$ cat src/rtl/tic_pkg.sv
package tic_pkg;
  localparam int REG_W   = 8;
  localparam int NUM_TMR = 2;
  localparam int NUM_EXT = 2;

  typedef struct packed {
    logic [REG_W-1:0] en;
    logic [REG_W-1:0] val;
  } wr_req_t;

  // Bit placement: each source owns a flag/control pair, higher index higher.
  function automatic int tmr_flag_pos(input int i);
    return 5 + 2 * i;
  endfunction
  function automatic int tmr_run_pos(input int i);
    return 4 + 2 * i;
  endfunction
  function automatic int ext_flag_pos(input int i);
    return 1 + 2 * i;
  endfunction
  function automatic int ext_mode_pos(input int i);
    return 2 * i;
  endfunction

  // Per-bit write enables and values; byte access wins over bit access.
  function automatic wr_req_t decode_write(input logic byte_hit, input logic bit_hit,
                                           input logic [2:0] sel,
                                           input logic [REG_W-1:0] bval,
                                           input logic bv);
    wr_req_t r;
    r.en  = '0;
    r.val = '0;
    if (byte_hit) begin
      r.en  = '1;
      r.val = bval;
    end else if (bit_hit) begin
      r.en[sel]  = 1'b1;
      r.val[sel] = bv;
    end
    return r;
  endfunction
endpackage

$ cat src/rtl/tic_sync.sv
module tic_sync #(
  parameter int STAGES = 2
) (
  input  logic clk,
  input  logic rst_n,
  input  logic d,
  output logic q
);
  logic [STAGES-1:0] chain;

  always_ff @(posedge clk or negedge rst_n) begin
    if (!rst_n) chain <= '1;
    else        chain <= {chain[STAGES-2:0], d};
  end

  assign q = chain[STAGES-1];
endmodule

$ cat src/rtl/tic_flag.sv
module tic_flag (
  input  logic clk,
  input  logic rst_n,
  input  logic set_evt,
  input  logic ack,
  input  logic we,
  input  logic wv,
  output logic q
);
  always_ff @(posedge clk or negedge rst_n) begin
    if (!rst_n)       q <= 1'b0;
    else if (set_evt) q <= 1'b1;
    else if (ack)     q <= 1'b0;
    else if (we)      q <= wv;
  end

  p_set_r5: assert property (@(posedge clk) disable iff (!rst_n) set_evt |=> q);
  p_clear_r6: assert property (@(posedge clk) disable iff (!rst_n)
    (ack || (we && !wv)) && !set_evt |=> !q);
  p_hw_wins_r7: assert property (@(posedge clk) disable iff (!rst_n)
    set_evt && (ack || (we && !wv)) |=> q);
endmodule

$ cat src/rtl/tic_ext_chan.sv
module tic_ext_chan #(
  parameter int SYNC_STAGES = 2
) (
  input  logic clk,
  input  logic rst_n,
  input  logic pin_n,
  input  logic edge_mode,
  input  logic ack,
  input  logic we,
  input  logic wv,
  output logic req
);
  logic pin_s, prev_s, fall_evt, lat_q;

  tic_sync #(.STAGES(SYNC_STAGES)) u_sync (
    .clk(clk), .rst_n(rst_n), .d(pin_n), .q(pin_s)
  );

  always_ff @(posedge clk or negedge rst_n) begin
    if (!rst_n) prev_s <= 1'b1;
    else        prev_s <= pin_s;
  end

  assign fall_evt = prev_s & ~pin_s;

  always_ff @(posedge clk or negedge rst_n) begin
    if (!rst_n)         lat_q <= 1'b0;
    else if (!edge_mode) lat_q <= 1'b0;
    else if (fall_evt)  lat_q <= 1'b1;
    else if (ack)       lat_q <= 1'b0;
    else if (we)        lat_q <= wv;
  end

  assign req = edge_mode ? lat_q : ~pin_s;

  p_edge_once_r9: assert property (@(posedge clk) disable iff (!rst_n) fall_evt |=> !fall_evt);
  p_edge_latch_r9: assert property (@(posedge clk) disable iff (!rst_n)
    edge_mode && fall_evt |=> lat_q);
  p_edge_clear_r11: assert property (@(posedge clk) disable iff (!rst_n)
    edge_mode && !fall_evt && ack |=> !lat_q);
  p_level_no_latch_r10: assert property (@(posedge clk) disable iff (!rst_n)
    !edge_mode |=> !lat_q);
endmodule

$ cat src/rtl/tmr_irq_ctl.sv
module tmr_irq_ctl
  import tic_pkg::*;
#(
  parameter int                ADDR_W      = 8,
  parameter logic [ADDR_W-1:0] REG_ADDR    = 'h88,
  parameter int                SYNC_STAGES = 2
) (
  input  logic               clk,
  input  logic               rst_n,
  input  logic [ADDR_W-1:0]  addr,
  input  logic               byte_wr,
  input  logic [REG_W-1:0]   wdata,
  input  logic               bit_wr,
  input  logic               bit_wdata,
  output logic [REG_W-1:0]   rdata,
  output logic               bit_rdata,
  input  logic [NUM_TMR-1:0] tmr_ovf,
  input  logic [NUM_TMR-1:0] tmr_ack,
  input  logic [NUM_EXT-1:0] ext_pin_n,
  input  logic [NUM_EXT-1:0] ext_ack,
  output logic [NUM_TMR-1:0] tmr_run,
  output logic [NUM_TMR-1:0] tmr_req,
  output logic [NUM_EXT-1:0] ext_req
);
  logic [ADDR_W-1:0]  offset;
  logic               byte_hit, bit_hit;
  wr_req_t            wr;
  logic [NUM_TMR-1:0] run_q;
  logic [NUM_EXT-1:0] mode_q;
  logic [REG_W-1:0]   reg_view;

  assign offset   = addr - REG_ADDR;
  assign byte_hit = (addr == REG_ADDR);
  assign bit_hit  = (addr >= REG_ADDR) && (offset < ADDR_W'(REG_W));
  assign wr       = decode_write(byte_wr && byte_hit, bit_wr && bit_hit,
                                 offset[2:0], wdata, bit_wdata);

  always_ff @(posedge clk or negedge rst_n) begin
    if (!rst_n) begin
      run_q  <= '0;
      mode_q <= '0;
    end else begin
      for (int i = 0; i < NUM_TMR; i++)
        if (wr.en[tmr_run_pos(i)]) run_q[i] <= wr.val[tmr_run_pos(i)];
      for (int i = 0; i < NUM_EXT; i++)
        if (wr.en[ext_mode_pos(i)]) mode_q[i] <= wr.val[ext_mode_pos(i)];
    end
  end

  for (genvar t = 0; t < NUM_TMR; t++) begin : g_tmr
    tic_flag u_flag (
      .clk(clk), .rst_n(rst_n), .set_evt(tmr_ovf[t]), .ack(tmr_ack[t]),
      .we(wr.en[tmr_flag_pos(t)]), .wv(wr.val[tmr_flag_pos(t)]), .q(tmr_req[t])
    );
  end

  for (genvar e = 0; e < NUM_EXT; e++) begin : g_ext
    tic_ext_chan #(.SYNC_STAGES(SYNC_STAGES)) u_chan (
      .clk(clk), .rst_n(rst_n), .pin_n(ext_pin_n[e]), .edge_mode(mode_q[e]),
      .ack(ext_ack[e]), .we(wr.en[ext_flag_pos(e)]), .wv(wr.val[ext_flag_pos(e)]),
      .req(ext_req[e])
    );
  end

  always_comb begin
    reg_view = '0;
    for (int i = 0; i < NUM_TMR; i++) begin
      reg_view[tmr_flag_pos(i)] = tmr_req[i];
      reg_view[tmr_run_pos(i)]  = run_q[i];
    end
    for (int i = 0; i < NUM_EXT; i++) begin
      reg_view[ext_flag_pos(i)] = ext_req[i];
      reg_view[ext_mode_pos(i)] = mode_q[i];
    end
  end

  assign rdata     = byte_hit ? reg_view : '0;
  assign bit_rdata = bit_hit ? reg_view[offset[2:0]] : 1'b0;
  assign tmr_run   = run_q;

  // A bit write aimed at a flag must leave every control bit untouched.
  p_bitwr_isolate_r3: assert property (@(posedge clk) disable iff (!rst_n)
    bit_wr && !byte_wr && (addr == REG_ADDR + ADDR_W'(7)) |=> $stable({run_q, mode_q}));
  p_foreign_byte_r2: assert property (@(posedge clk) disable iff (!rst_n)
    byte_wr && !byte_hit && !bit_wr |=> $stable({run_q, mode_q}));
endmodule

$ cat config.mk
export PLATFORM = sky130hd
export DESIGN_NAME = tmr_irq_ctl
export DESIGN_NICKNAME = d
export VERILOG_FILES = /design/src/rtl/tic_pkg.sv /design/src/rtl/tic_sync.sv /design/src/rtl/tic_flag.sv /design/src/rtl/tic_ext_chan.sv /design/src/rtl/tmr_irq_ctl.sv
export SDC_FILE = /design/constraint.sdc
export NUM_CORES = 1
export LEC_CHECK = 0
export BUFFER_PORTS_ARGS = -buffer_cell sky130_fd_sc_hd__buf_4
export CAP_MARGIN = 15
export CORE_MARGIN = 2
export CORE_UTILIZATION = 49
export DETAILED_ROUTE_END_ITERATION = 8
export MAX_ROUTING_LAYER = met4
export PLACE_DENSITY = 0.83
export SKIP_LAST_GASP = 1
export SLEW_MARGIN = 20
export SYNTH_ARGS = -nofsm -noshare
export SYNTH_HDL_FRONTEND = slang
export SYNTH_HIERARCHICAL = 1
export SYNTH_SLANG_ARGS = --single-unit
export TNS_END_PERCENT = 20
$ cat constraint.sdc
create_clock -name clk -period 1.6 [get_ports clk]
set_input_delay 0 -clock clk [delete_from_list [all_inputs] [get_ports clk]]
set_output_delay 0 -clock clk [all_outputs]
set_load 0.005 [all_outputs]
# Word-level counts from Yosys, hierarchy flattened

Cells that the tools add are included.

Register bits after elaboration: 14
Bits of input ports: 29
Output and inout port bits: 15
Word-level logic and storage cells: 55

$add $sub $neg: 1
$lt $le $gt $ge: 4
Equal/unequal tests: 3
Muxes and demuxes: 24
Bitwise logic cells: 5
Reduce and logical (&&, ||, !) cells: 6

Operator list:

| operator                                                                             | number |
|---|---|
| 16-bit two-way mux                                                                   | 2 |
| 1-bit two-way mux                                                                    | 19 |
| 8-bit AND                                                                            | 1 |
| 8-bit == test (second input constant)                                                | 1 |
| 8-bit greater-or-equal comparator (second input constant)                            | 1 |
| 8-bit by 4-bit less-than comparator with 1-bit output (second input constant)        | 1 |
| 8-bit two-way mux                                                                    | 1 |
| 4-bit by 3-bit != test with 1-bit output (second input constant)                     | 2 |
| 8-bit subtractor (second input constant)                                             | 1 |
| 3-bit nonzero test                                                                   | 2 |
| 1-bit logical AND                                                                    | 4 |
| 3-bit by 4-bit less-than comparator with 1-bit output (second input constant)        | 1 |
| 1-bit binary-select mux with 3-bit select                                            | 1 |
| 1-bit demux with 3-bit select                                                        | 1 |
| 3-bit by 1-bit greater-or-equal comparator with 1-bit output (second input constant) | 1 |
| 1-bit AND                                                                            | 2 |
| 1-bit inverter                                                                       | 2 |

# Logic depth before layout (Yosys ltp)

Depth after elaboration: 12
Mapped depth: 9
Mapped depth without buffers: 8

# Modules after synthesis

The synthesis kept the hierarchy.

By module, submodules not included:

| module       | times used | cells each | area each (sq um) | seq. area each (sq um) |
|---|---|---|---|---|
| tmr_irq_ctl  | 1          | 75         | 603.1             | 100.1 |
| tic_ext_chan | 2          | 8          | 88.8              | 51.3 |
| tic_sync     | 2          | 2          | 52.6              | 52.6 |
| tic_flag     | 2          | 3          | 42.5              | 25.0 |

# Worst setup path before layout

Ideal clock, no wire load.

Path kind: input to register
Start: input addr[4]
End: register g_ext[0].u_chan.lat_q
Library setup time: 123 ps
Arrival time: 1,298 ps
Required time: 1,477 ps
Setup slack: 180 ps
Stages on the path: 8
Path buffers: 0
Cells stage by stage: inv_1 ha_1 nand4b_2 nor2_1 nand3_1 o31ai_1 mux2i_1 o21ai_1

RTL lines:

| what                 | line               | source |
|---|---|---|
| from (decl)          | tmr_irq_ctl.sv:10  | `input logic [ADDR_W-1:0] addr,` |
| to (signal assigned) | tic_ext_chan.sv:31 | `else if (we) lat_q <= wv;` |
| to (decl)            | tic_ext_chan.sv:13 | `logic pin_s, prev_s, fall_evt, lat_q;` |

# Worst setup path in the final report

Start: register mode_q[1]
End: output bit_rdata

Cells in the longest elaborated chain, start to end: 4

RTL lines:

| what                                        | line               | source |
|---|---|---|
| from (decl)                                 | tmr_irq_ctl.sv:29  | `logic [NUM_EXT-1:0] mode_q;` |
| from (signal, indexed assignment)           | tmr_irq_ctl.sv:46  | `if (wr.en[ext_mode_pos(i)]) mode_q[i] <= wr.val[ext_mode_pos(i)];` |
| 1-bit two-way mux                           | tic_ext_chan.sv:34 | `assign req = edge_mode ? lat_q : ~pin_s;` |
| 1-bit binary-select mux with 3-bit select * | tmr_irq_ctl.sv:78  | `assign bit_rdata = bit_hit ? reg_view[offset[2:0]] : 1'b0;` |
| 1-bit two-way mux (implied by the code) *   | tmr_irq_ctl.sv:78  |  |
| 1-bit two-way mux *                         | tmr_irq_ctl.sv:78  |  |
| to (decl)                                   | tmr_irq_ctl.sv:16  | `output logic bit_rdata,` |

Mark *: on every way between the ends. The rest lies on a longest branch, timed or not. The select of a mux whose other input is x is not followed.

==> reports/qor.log <==
qor: yosys.synth.mux.area_fraction 10.3%
qor: cells_and_area.commonest_non_fill_non_tap_cells_in_the_layout 49 x sky130_fd_sc_hd__buf_4, 13 x sky130_fd_sc_hd__dlygate4sd3_1, 10 x sky130_fd_sc_hd__nor2_1, 10 x sky130_fd_sc_hd__mux2i_1, 8 x sky130_fd_sc_hd__and3_2
qor: yosys.post_synth_and_or_nand_nor_area_fraction 29.6%
qor: cells_and_area.area_delta_synth_final 57.1%
qor: pwr.vdd.ir_drop.worst 0.753 mV
qor: yosys.edff_count_synth 0
qor: worst_setup_path.rr_endpoint g_ext[1].u_chan/lat_q
qor: route.finalWirelength 2.68 mm
qor: yosys.synth_xor_xnor_area_share 0.902%
qor: global_route.grt_max_degree 15
qor: worst_setup_path.reg2regPathDepth 2
qor: clock_tree.insertion_delay 290 ps
qor: worst_setup_path.timing.reg2reg.setup_slack 710 ps
qor: yosys.ys_ff_latch 14
qor: cells_and_area.multi_input_comb_area 574 sq um
qor: timing.finalWorstPathRequiredPeriod 1510 ps
qor: worst_setup_path.crit_path_end_kind primary output
qor: route.detail_route.wl_per_cell 14.2 um
qor: cells_and_area.layoutNonFillerInstCount 189
qor: route.dr_total_vias 1,018
qor: cells_and_area.register_area 360 sq um
qor: yosys.synth_nets 132
qor: place.placedCellCount 171
qor: die.placeableCoreArea 0.00192 sq mm
qor: clock_tree.clock_sink_count 14
qor: timing.hold_slack 56.2 ps
qor: status.run_status completed
qor: route.detailedRoute.firstPassIterationCount 4
qor: worst_setup_path.buffers_and_inverters_on_the_worst_path 1
qor: clock_tree.htree_levels 1
qor: timing.min_period_over_period 94.5%
qor: yosys.synth_cell_type_count 34
qor: pwr.combinationalPowerShare 25.7%
qor: timing.timing.setup.tns 0 ps
qor: worst_setup_path.largest_stage_delay_on_the_critical_path 470 ps
qor: yosys.synth_top_family_by_area simple AND/OR/NAND/NOR gates
qor: cells_and_area.post_route_cells_drive_above_1_share 48.8%
qor: die.floorplan.rows 16
qor: route.number_of_design_rule_violations_left_after_detail_routing 0
qor: timing.setup_viol 0
qor: die.ios 44
qor: worst_setup_path.critPathCapture bit_rdata
qor: worst_setup_path.crit_path_cell_trace o21ai_4, mux2i_1, a211oi_1, a21oi_1, nor2_1, buf_4
qor: yosys.synthCells 101
qor: global_route.initial_antenna_violation_count 0
qor: yosys.ys_seq_area_share 36.9%
qor: cells_and_area.final.fill_count 126
qor: cells_and_area.final_cell_area 0.00153 sq mm
qor: clock_tree.tritoncts_clock_tree built
qor: place.place.port_buffers 43
qor: yosys.dominant_register_cell_in_the_synthesized_netlist sky130_fd_sc_hd__dfrtp_1
qor: cells_and_area.layout.nets 194
qor: route.routed_via_density 5.39
qor: route.final_antenna_net_count 0
qor: die.die_w 48.5 um
qor: worst_setup_path.critical_path_class flop to primary output
qor: worst_setup_path.timing.critical_path.depth 6
qor: timing.slew_viol_final 0
qor: pwr.p_int 0.000665 W
qor: clock_tree.cts_root_buffer sky130_fd_sc_hd__clkbuf_4
qor: cells_and_area.antenna_cells 0
qor: die.floorplan.initialDensity 50.5%
qor: timing.final.setup_skew 4.78 ps
qor: timing.max_freq 0.661 GHz
qor: clock_tree.clk_path_buf_depth 2
qor: timing.tightest_slew 357 ps
qor: place.post_dp_cell_area 0.00133 sq mm
qor: worst_hold_path.hold_class primary input to flop
qor: clock_tree.cts_buffers 3
qor: timing.finalHoldViolations 0
qor: worst_setup_path.cp.arrival 1510 ps
qor: yosys.postSynth.asyncResetShare 100%
qor: global_route.globalRouteOverflowTotal 0
qor: place.place_hpwl 1.88 mm
qor: yosys.syn_area_per_cell 9.61 sq um
qor: worst_setup_path.critPathRequiredTime 1600 ps
qor: die.chipHeight 48.5 um
qor: worst_setup_path.crit_family flip-flops
qor: worst_setup_path.worstReg2RegStart g_ext[1].u_chan/u_sync/chain[1]
qor: pwr.power.total 0.000921 W
qor: worst_setup_path.origin_of_the_worst_setup_path mode_q[1]
qor: pwr.clkPwrFrac 28.7%
qor: place.place.gp.congestion 0.821
qor: cells_and_area.mostFrequentLayoutCell sky130_fd_sc_hd__buf_4
qor: timing.unrepaired_setup_endpoints_after_global_routing false
qor: clock_tree.cts.reportedPaths.clkPinSlew 90 ps
qor: pwr.swShare 27.9%
qor: worst_setup_path.critical_path_maximum_fanout 6
qor: die.die_area 0.00235 sq mm
qor: pwr.power_leakage 0.710 nW
qor: global_route.track_usage 23.4%
qor: worst_setup_path.timing.critical_path.from_type flop
qor: worst_hold_path.hold_path_startpoint byte_wr
qor: route.drtIter0Drc 27
qor: yosys.syn-cell-area 971 sq um
qor: yosys.synth_adder_area_share 2.58%
qor: timing.max-slew-margin-rel 76.0%
qor: yosys.synthesis.yosys.warnings 6
qor: pwr.net-switching-power 0.000257 W
qor: global_route.first_pass_grt_wire_length 4.19 mm
qor: pwr.power.density_cell_area 604 mW/mm^2
qor: flow_run.cap_viol_max_count 0
qor: yosys.fraction_of_the_mapped_netlist_area_in_compound_gates 13.9%
qor: worst_setup_path.critical-path-slowest-cell sky130_fd_sc_hd__dfrtp_2
qor: pwr.seqPwrFrac 45.6%
qor: global_route.grt_pass1_vias 944
flip-flops by register name (all words and copies together) (netlist names):
| name | flops |
|---|---|
| mode_q | 2 |
| tmr_run | 2 |
| g_ext.u_chan/prev_s | 2 |
| g_ext.u_chan/lat_q | 2 |
| g_tmr.u_flag/q | 2 |
| g_ext.u_chan/u_sync/chain | 4 |
metal layers:
layer  share of wire (%)  wire (um)  track usage, %
met5                   0          0               -
met4                 1.3         34            9.52
met3                 4.5        120            3.40
met2                  52       1400            41.9
met1                  42       1130            26.1
final cells by class:
| type | instances | area share [%] |
|---|---|---|
| Multi-Input combinational cell | 76 | 37.7 |
| Sequential cell | 14 | 23.6 |
| Tap cell | 27 | 2.21 |
| Inverter | 6 | 1.48 |
| Clock buffer | 4 | 2.38 |
| Timing Repair Buffer | 62 | 32.6 |
worst min-delay path, cell delays in order:
cell and delay [ps]:
sky130_fd_sc_hd__buf_4 120, sky130_fd_sc_hd__nand3_4 120, sky130_fd_sc_hd__a21oi_1 80
power by group through the flow:
stage	combinational (W)	sequential, W	clock (W)
after floorplan	0.0000899	0.000413	0
after global placement	0.000191	0.000420	0
after detailed placement	0.000198	0.000420	0
after CTS	0.000225	0.000415	0.000266
after global routing	0.000258	0.000423	0.000284
final	0.000237	0.000420	0.000265
per-stage QoR:
step	util [%]	setup WS (ps)
floorplan	-	180
global placement	69.3	110
detailed placement	69.3	71.5
CTS	78.1	2.31
global route	79.4	5.32
finish	79.4	88.2
worst min-delay path by stage:
stage                                  endpoint  slack [ps]  cells after the start
final                                 mode_q[0]          60                      3
after global routing                  mode_q[0]          70                      3
after CTS                             mode_q[0]          50                      3
after detailed placement              mode_q[1]        -140                      1
after global placement    g_ext[1].u_chan/lat_q        -150                      1
after floorplan           g_ext[0].u_chan/lat_q        -300                      0
cells in the mapped netlist (2+ instances only):
| cell type | count | area, sq um |
|---|---|---|
| sky130_fd_sc_hd__mux2i_1 | 10 | 100 |
| sky130_fd_sc_hd__nor2_1 | 10 | 37.5 |
| sky130_fd_sc_hd__and3_2 | 8 | 60.1 |
| sky130_fd_sc_hd__dfrtp_1 | 8 | 200 |
| sky130_fd_sc_hd__dfstp_2 | 6 | 158 |
| sky130_fd_sc_hd__inv_1 | 6 | 22.5 |
| sky130_fd_sc_hd__a21oi_1 | 5 | 25.0 |
| sky130_fd_sc_hd__nand2_1 | 4 | 15.0 |
| sky130_fd_sc_hd__o21ai_0 | 4 | 20.0 |
| sky130_fd_sc_hd__o21ai_1 | 4 | 20.0 |
| sky130_fd_sc_hd__o22ai_1 | 4 | 25.0 |
| sky130_fd_sc_hd__buf_2 | 3 | 15.0 |
| sky130_fd_sc_hd__nand2b_1 | 3 | 18.8 |
| sky130_fd_sc_hd__a22oi_1 | 2 | 15.0 |
| sky130_fd_sc_hd__ha_1 | 2 | 25.0 |
| sky130_fd_sc_hd__nand3b_1 | 2 | 15.0 |
| sky130_fd_sc_hd__nor4_2 | 2 | 25.0 |
| sky130_fd_sc_hd__o21bai_1 | 2 | 15.0 |
what timing repair did:
action,CTS,global route
hold buffers,13,0
setup endpoints to repair,1,1
gates resized for setup,3,5
buffers inserted,0,1
hold endpoints to repair,24,0
pin swaps,0,3
logic make-up after synthesis:
logic type                 Yosys count
muxes                               10
DFF                                 14
buffers and inverters               11
xor gates and xnor gates             1
and+or+nand+nor                     40
adders and majority gates            2
AOI/OAI and AO/OA                   23
Power figures use the tool's default switching activity.
